### src/rtl/uart_rx_mid.sv
module uart_rx_mid #(
  parameter int CLKS_PER_BIT = 16,
  parameter int DATA_BITS    = 8
) (
  input  logic                 clk,
  input  logic                 rst_n,
  input  logic                 rx_line,
  input  logic                 par_en,
  input  logic                 par_odd,
  output logic [DATA_BITS-1:0] rx_data,
  output logic                 rx_valid,
  output logic                 par_err,
  output logic                 frm_err
);
  localparam int CW   = $clog2(CLKS_PER_BIT);
  localparam int BW   = (DATA_BITS > 1) ? $clog2(DATA_BITS) : 1;
  localparam int HALF = CLKS_PER_BIT / 2;

  typedef enum logic [2:0] {S_IDLE, S_START, S_DATA, S_PAR, S_STOP} state_t;

  state_t               st;
  logic [2:0]           sync_q;
  logic [CW-1:0]        cnt;
  logic [BW-1:0]        bit_i;
  logic [DATA_BITS-1:0] shreg;
  logic                 par_bit;

  wire line     = sync_q[1];
  wire fall     = sync_q[2] & ~sync_q[1];
  wire at_half  = (cnt == CW'(HALF - 1));
  wire at_full  = (cnt == CW'(CLKS_PER_BIT - 1));
  wire last_bit = (bit_i == BW'(DATA_BITS - 1));
  wire par_bad  = ((^shreg) ^ par_bit) != par_odd;

  always_ff @(posedge clk) begin
    if (!rst_n) sync_q <= 3'b111;
    else        sync_q <= {sync_q[1:0], rx_line};
  end

  always_ff @(posedge clk) begin
    if (!rst_n) begin
      st       <= S_IDLE;
      cnt      <= '0;
      bit_i    <= '0;
      shreg    <= '0;
      par_bit  <= 1'b0;
      rx_data  <= '0;
      rx_valid <= 1'b0;
      par_err  <= 1'b0;
      frm_err  <= 1'b0;
    end else begin
      rx_valid <= 1'b0;
      case (st)
        S_IDLE: if (fall) begin
          st  <= S_START;
          cnt <= '0;
        end
        S_START: if (at_half) begin
          cnt   <= '0;
          bit_i <= '0;
          st    <= line ? S_IDLE : S_DATA;
        end else cnt <= cnt + 1'b1;
        S_DATA: if (at_full) begin
          cnt   <= '0;
          shreg <= {line, shreg[DATA_BITS-1:1]};
          if (last_bit) st <= par_en ? S_PAR : S_STOP;
          else          bit_i <= bit_i + 1'b1;
        end else cnt <= cnt + 1'b1;
        S_PAR: if (at_full) begin
          cnt     <= '0;
          par_bit <= line;
          st      <= S_STOP;
        end else cnt <= cnt + 1'b1;
        S_STOP: if (at_full) begin
          cnt      <= '0;
          st       <= S_IDLE;
          rx_valid <= 1'b1;
          rx_data  <= shreg;
          frm_err  <= ~line;
          par_err  <= par_en & par_bad;
        end else cnt <= cnt + 1'b1;
        default: st <= S_IDLE;
      endcase
    end
  end
endmodule

### config.mk
export PLATFORM = sky130hd
export DESIGN_NAME = uart_rx_mid
export DESIGN_NICKNAME = d
export VERILOG_FILES = /design/src/rtl/uart_rx_mid.sv
export SDC_FILE = /design/constraint.sdc
export NUM_CORES = 1
export LEC_CHECK = 0
export BUFFER_PORTS_ARGS = -buffer_cell sky130_fd_sc_hd__buf_4
export CELL_PAD_IN_SITES_DETAIL_PLACEMENT = 1
export CELL_PAD_IN_SITES_GLOBAL_PLACEMENT = 1
export CORE_MARGIN = 5
export CORE_UTILIZATION = 45
export CTS_CLUSTER_DIAMETER = 100
export DETAILED_ROUTE_END_ITERATION = 12
export PLACE_DENSITY_LB_ADDON = 0.15
export SYNTH_ARGS = -nofsm -noshare
export SYNTH_HDL_FRONTEND = slang
export SYNTH_SLANG_ARGS = --single-unit
### constraint.sdc
create_clock -name clk -period 5.4 [get_ports clk]
set_clock_uncertainty 0.05 [all_clocks]
set_input_delay 0.81 -clock clk [delete_from_list [all_inputs] [get_ports clk]]
set_output_delay 0.81 -clock clk [all_outputs]
set_load 0.1 [all_outputs]
After elaboration in Yosys (flattened, before gate mapping)
Index checks and enable logic that the tools add are counted.
- add/sub/neg operators: 2
- equality and inequality tests: 15
- mux-type cells: 18
- bitwise gates (word level): 4
- reduce and logical (&&, ||, !) cells: 12
- operators by type and width (cell ; number):
    3-bit 2-to-1 mux ; 10
    3-bit case mux with 5 select lines ; 1
    2-bit != test (second input constant) ; 7
    4-bit 2-to-1 mux ; 3
    4-bit case mux with 3 select lines ; 1
    2-bit AND reduction ; 5
    8-bit XOR reduction ; 1
    3-bit by 2-bit == test with 1-bit output (second input constant) ; 2
    3-bit == test (second input constant) ; 2
    3-bit case mux with 2 select lines ; 1
    6-bit AND reduction ; 1
    4-bit by 1-bit adder with 4-bit output (second input constant) ; 1
    4-bit by 3-bit == test with 1-bit output (second input constant) ; 1
    4-bit == test (second input constant) ; 1
    4-bit AND reduction ; 1
    3-bit by 1-bit adder with 3-bit output (second input constant) ; 1
    3-bit by 1-bit == test with 1-bit output (second input constant) ; 1
    3-bit logical NOT ; 1
    3-bit nonzero test ; 1
    3-bit OR reduction ; 1
    1-bit bitwise AND ; 2
    2-bit 2-to-1 mux ; 1
    2-bit nonzero test ; 1
    1-bit 2-to-1 mux ; 1
    3 further kinds ; 3
- flip-flop bits (word level): 33
- output and inout bits: 11
- word-level logic and storage cells: 61

Longest topological paths before layout
- depth in word-level cells: 4
- depth in mapped cells: 7
- depth with buffers taken out: 6

Least setup slack after synthesis
OpenSTA, ideal clock, no wires.
- path type: input to register
- start: in rst_n
- end: reg st[2]
- arrival time: 1.646 ns
- path slack: 3.608 ns
- stages: 3
- buffers on the path: 1
- cells stage by stage: clkbuf_1 -> clkinv_1 -> o41ai_2
- RTL lines (item ; line ; text):
    start: declaration ; 6 ; input logic rst_n,
    end signal: assignment ; 61 ; st <= line ? S_IDLE : S_DATA;
    end signal: assignment ; 66 ; if (last_bit) st <= par_en ? S_PAR : S_STOP;
    end: declaration ; 21 ; state_t st;
No word-level cell between the ends.

Worst setup path after layout
- start: reg cnt[0]
- end: reg par_err
- cells in the longest elaborated chain, start to end: 2
- ends and longest elaborated chain (item ; line ; text):
    start: declaration ; 23 ; logic [CW-1:0] cnt;
    start signal: assignment ; 62 ; end else cnt <= cnt + 1'b1;
    start signal: assignment ; 68 ; end else cnt <= cnt + 1'b1;
    start signal: assignment ; 73 ; end else cnt <= cnt + 1'b1;
    4-bit == test ; 31 ; wire at_full = (cnt == CW'(CLKS_PER_BIT - 1));
    2-bit AND reduction (no line) ; -- ;
    end signal: assignment ; 80 ; par_err <= par_en & par_bad;
    end: declaration ; 12 ; output logic par_err,
No other way between the ends.
A chain may end at the register's enable or synchronous reset.

==> impl_metrics.ini <==
[pwr]
netSwitchingPower_uw = 96.9
p_per_area_nw_per_um2 = 268
p_clk_frac = 0.415
power.total_uw = 461
p_int_uw = 365
seqPwrFrac = 0.539
p_leak_nw = 0.823
vdd_drop_max_v = 0.000127
swShare = 0.210
p_comb_frac = 0.046

[cells_and_area]
diodes = 0
area_growth_pct = 14.6
drive_gt1_frac = 0.145
fin_nets = 179
design_area_sq_um = 1720

[logic_synthesis]
netlist_instances = 157
syn_area_sq_um = 1500
synth_warnings = 0
avgSynthCellArea_sq_um = 9.56
ys_seq_elements = 33
synth_seq_area_share = 0.440
synth_edf_count = 0
yosysUniqueCellTypes = 39
async_flop_share = 0
synth_fp_nets = 165
synth_ff_type = dfxtp_1

[clock_tree]
clk_latency_ns = 0.33
path_clk_slew_ns = 0.10
root_buffer = clkbuf_4
cts_max_path_buffers = 2
numCtsBuffers = 5
htreeDepth = 2
cts_setup_buffers = 0
holdBufCountCts = 0
post_cts_resized = 0
tritoncts = done
cts_sinks = 33

[drt]
drc_errors = 0
drt_iter0_drc = 62
vias_per_cell = 5.54
post_drt_wl_per_cell_microns = 14.9
vias = 1208
drt_wl_total_microns = 3260
detail-route-antenna-nets = 0
first_pass_iters = 4

[grt]
grt_pass1_wl_microns = 5680
antenna_found_initial = 0
grt.overflow.total = 0
grt_pass1_vias = 1284
grt_max_degree = 28
grt.total_usage = 0.166

[setup_path]
cp-start-kind = register
cp.required_ns = 5.58
crit_fanout = 11
critical_path_class = reg -> reg
worst_setup_path_end_kind = register
worst_ep_arrival_time_ns = 2.49

[timing]
drv_slew = 0
max_slew_margin = 0.490
fin_crit_ns = 2.30
clock.fmax_mhz = 434
finalSetupTns_ns = 0
grt_setup_unrepaired = no
period_share = 0.427
hold_violations = 0
hold_slack_ns = 0.381
max_slew.worst_pin.slew_ns = 0.761
finalSetupViolCount = 0
worst_slack_ns = 3.10

[place]
place_ws_ns = 3.11
place.gp.congestion = 0.821
io_buffers = 15
dpl_cell_area_sq_um = 1630
hpwlAfterDp_microns = 2380

[floorplan]
fp.dieW_microns = 67.7
die_h_microns = 67.7
rows = 21
die_area_sq_um = 4590
core-area_sq_um = 3280
ioPinCount = 16
initial_core_util = 0.457

[min_path]
hold_class = reg -> reg

[outcome]
outcome = completed

[flow_run]
max-cap-violations = 0
## logic make-up (layout without fill, tap and decap cells)
group / after synthesis / after routing / synth area share
compound gates: 24 / 24 / 0.122
buf+inv: 11 / 26 / 0.0317
fa+ha+maj: 3 / 3 / 0.0250
flops: 33 / 33 / 0.440
xor+xnor: 7 / 7 / 0.0500
simple gates: 59 / 59 / 0.198
mux: 20 / 20 / 0.133
## power by group through the flow
stage	clock network (mW)	registers, mW	logic [mW]
5_1_grt	0.208	0.249	0.0242
2_1_floorplan	0	0.252	0.0166
3_3_place_gp	0	0.254	0.0202
4_1_cts	0.197	0.248	0.0216
3_5_place_dp	0	0.254	0.0214
6_report	0.192	0.249	0.0214
## per-stage QoR
stage / utilization / instances
after floorplan: - / 157
after detailed placement: 0.498 / 210
final: 0.523 / 218
after global routing: 0.523 / 218
after CTS: 0.523 / 218
after global placement: 0.498 / 210
## worst paths after layout
kind                            startpoint        end  slack, ns  depth (start not counted)
worst min-delay path             sync_q[0]  sync_q[1]       0.38                          1
worst max-delay path                cnt[0]    par_err       3.10                          5
worst max register to register      cnt[0]    par_err       3.10                          5
worst min register to register   sync_q[0]  sync_q[1]       0.38                          1
## layout by cell type (no fill, tap or decap), drive strengths merged, types with 2 or more instances in the layout
cell type,n
mux2i,20
a22o,2
nand2,4
and2,2
a22oi,3
buf,15
ha,3
o21a,2
nor2b,2
o21ai,2
dfxtp,33
nor3,3
a21oi,4
and3,2
clkbuf,7
inv,2
nand3,5
xnor2,4
nand4,4
nor2,27
nand3b,2
a211o,2
nand2b,5
xor2,2
## worst max-delay path, cell delays in order (launching register included)
cell and delay [ns]:
dfxtp_1 0.40, ha_1 0.30, and3_1 0.28, nand3_1 0.51
and3_1 0.42, a211o_1 0.25
## metal layers
metal	global-route usage	vias up	wire, microns
met5	0	-	0
li1	-	590	-
met1	0.199	586	1490
met4	0.0962	0	64
met3	0.0449	8	132
met2	0.265	24	1580
## cell usage after synthesis, types with 2 or more instances
cell type  instances  area, sq um
xor2_1             2         17.5
nand2b_1           5         31.3
xnor2_1            4         35.0
a211o_1            2         17.5
ha_1               3         37.5
nor2_1            27          101
mux2i_1           20          200
a22oi_1            3         22.5
nand4_1            4         25.0
a22o_1             2         17.5
nand2_1            4         15.0
nand3_1            4         20.0
nor2b_1            2         12.5
a21oi_1            4         20.0
clkbuf_1           3         11.3
inv_1              2         7.51
o21a_1             2         15.0
nor3_1             3         15.0
and2_1             2         12.5
dfxtp_1           33          661
and3_1             2         12.5
nand3b_1           2         15.0
buf_2              5         25.0
o21ai_0            2         10.0
## final cells by class
type	instances	area (sq um)
clock buffers	7	55.1
inverters	3	11.3
multi-input cells	113	792
clock inverters	1	30.0
flip-flops and latches	33	661
fillers	397	1570
repair buffers	15	113
well taps	46	57.6
## sequential cells by signal, summed over array words and instances (netlist names)
| name | cells |
|---|---|
| par_bit | 1 |
| rx_valid | 1 |
| bit_i | 3 |
| sync_q | 3 |
| frm_err | 1 |
| par_err | 1 |
| shreg | 8 |
| cnt | 4 |
| st | 3 |
| rx_data | 8 |
No activity file was read; power rests on OpenSTA's default activity.
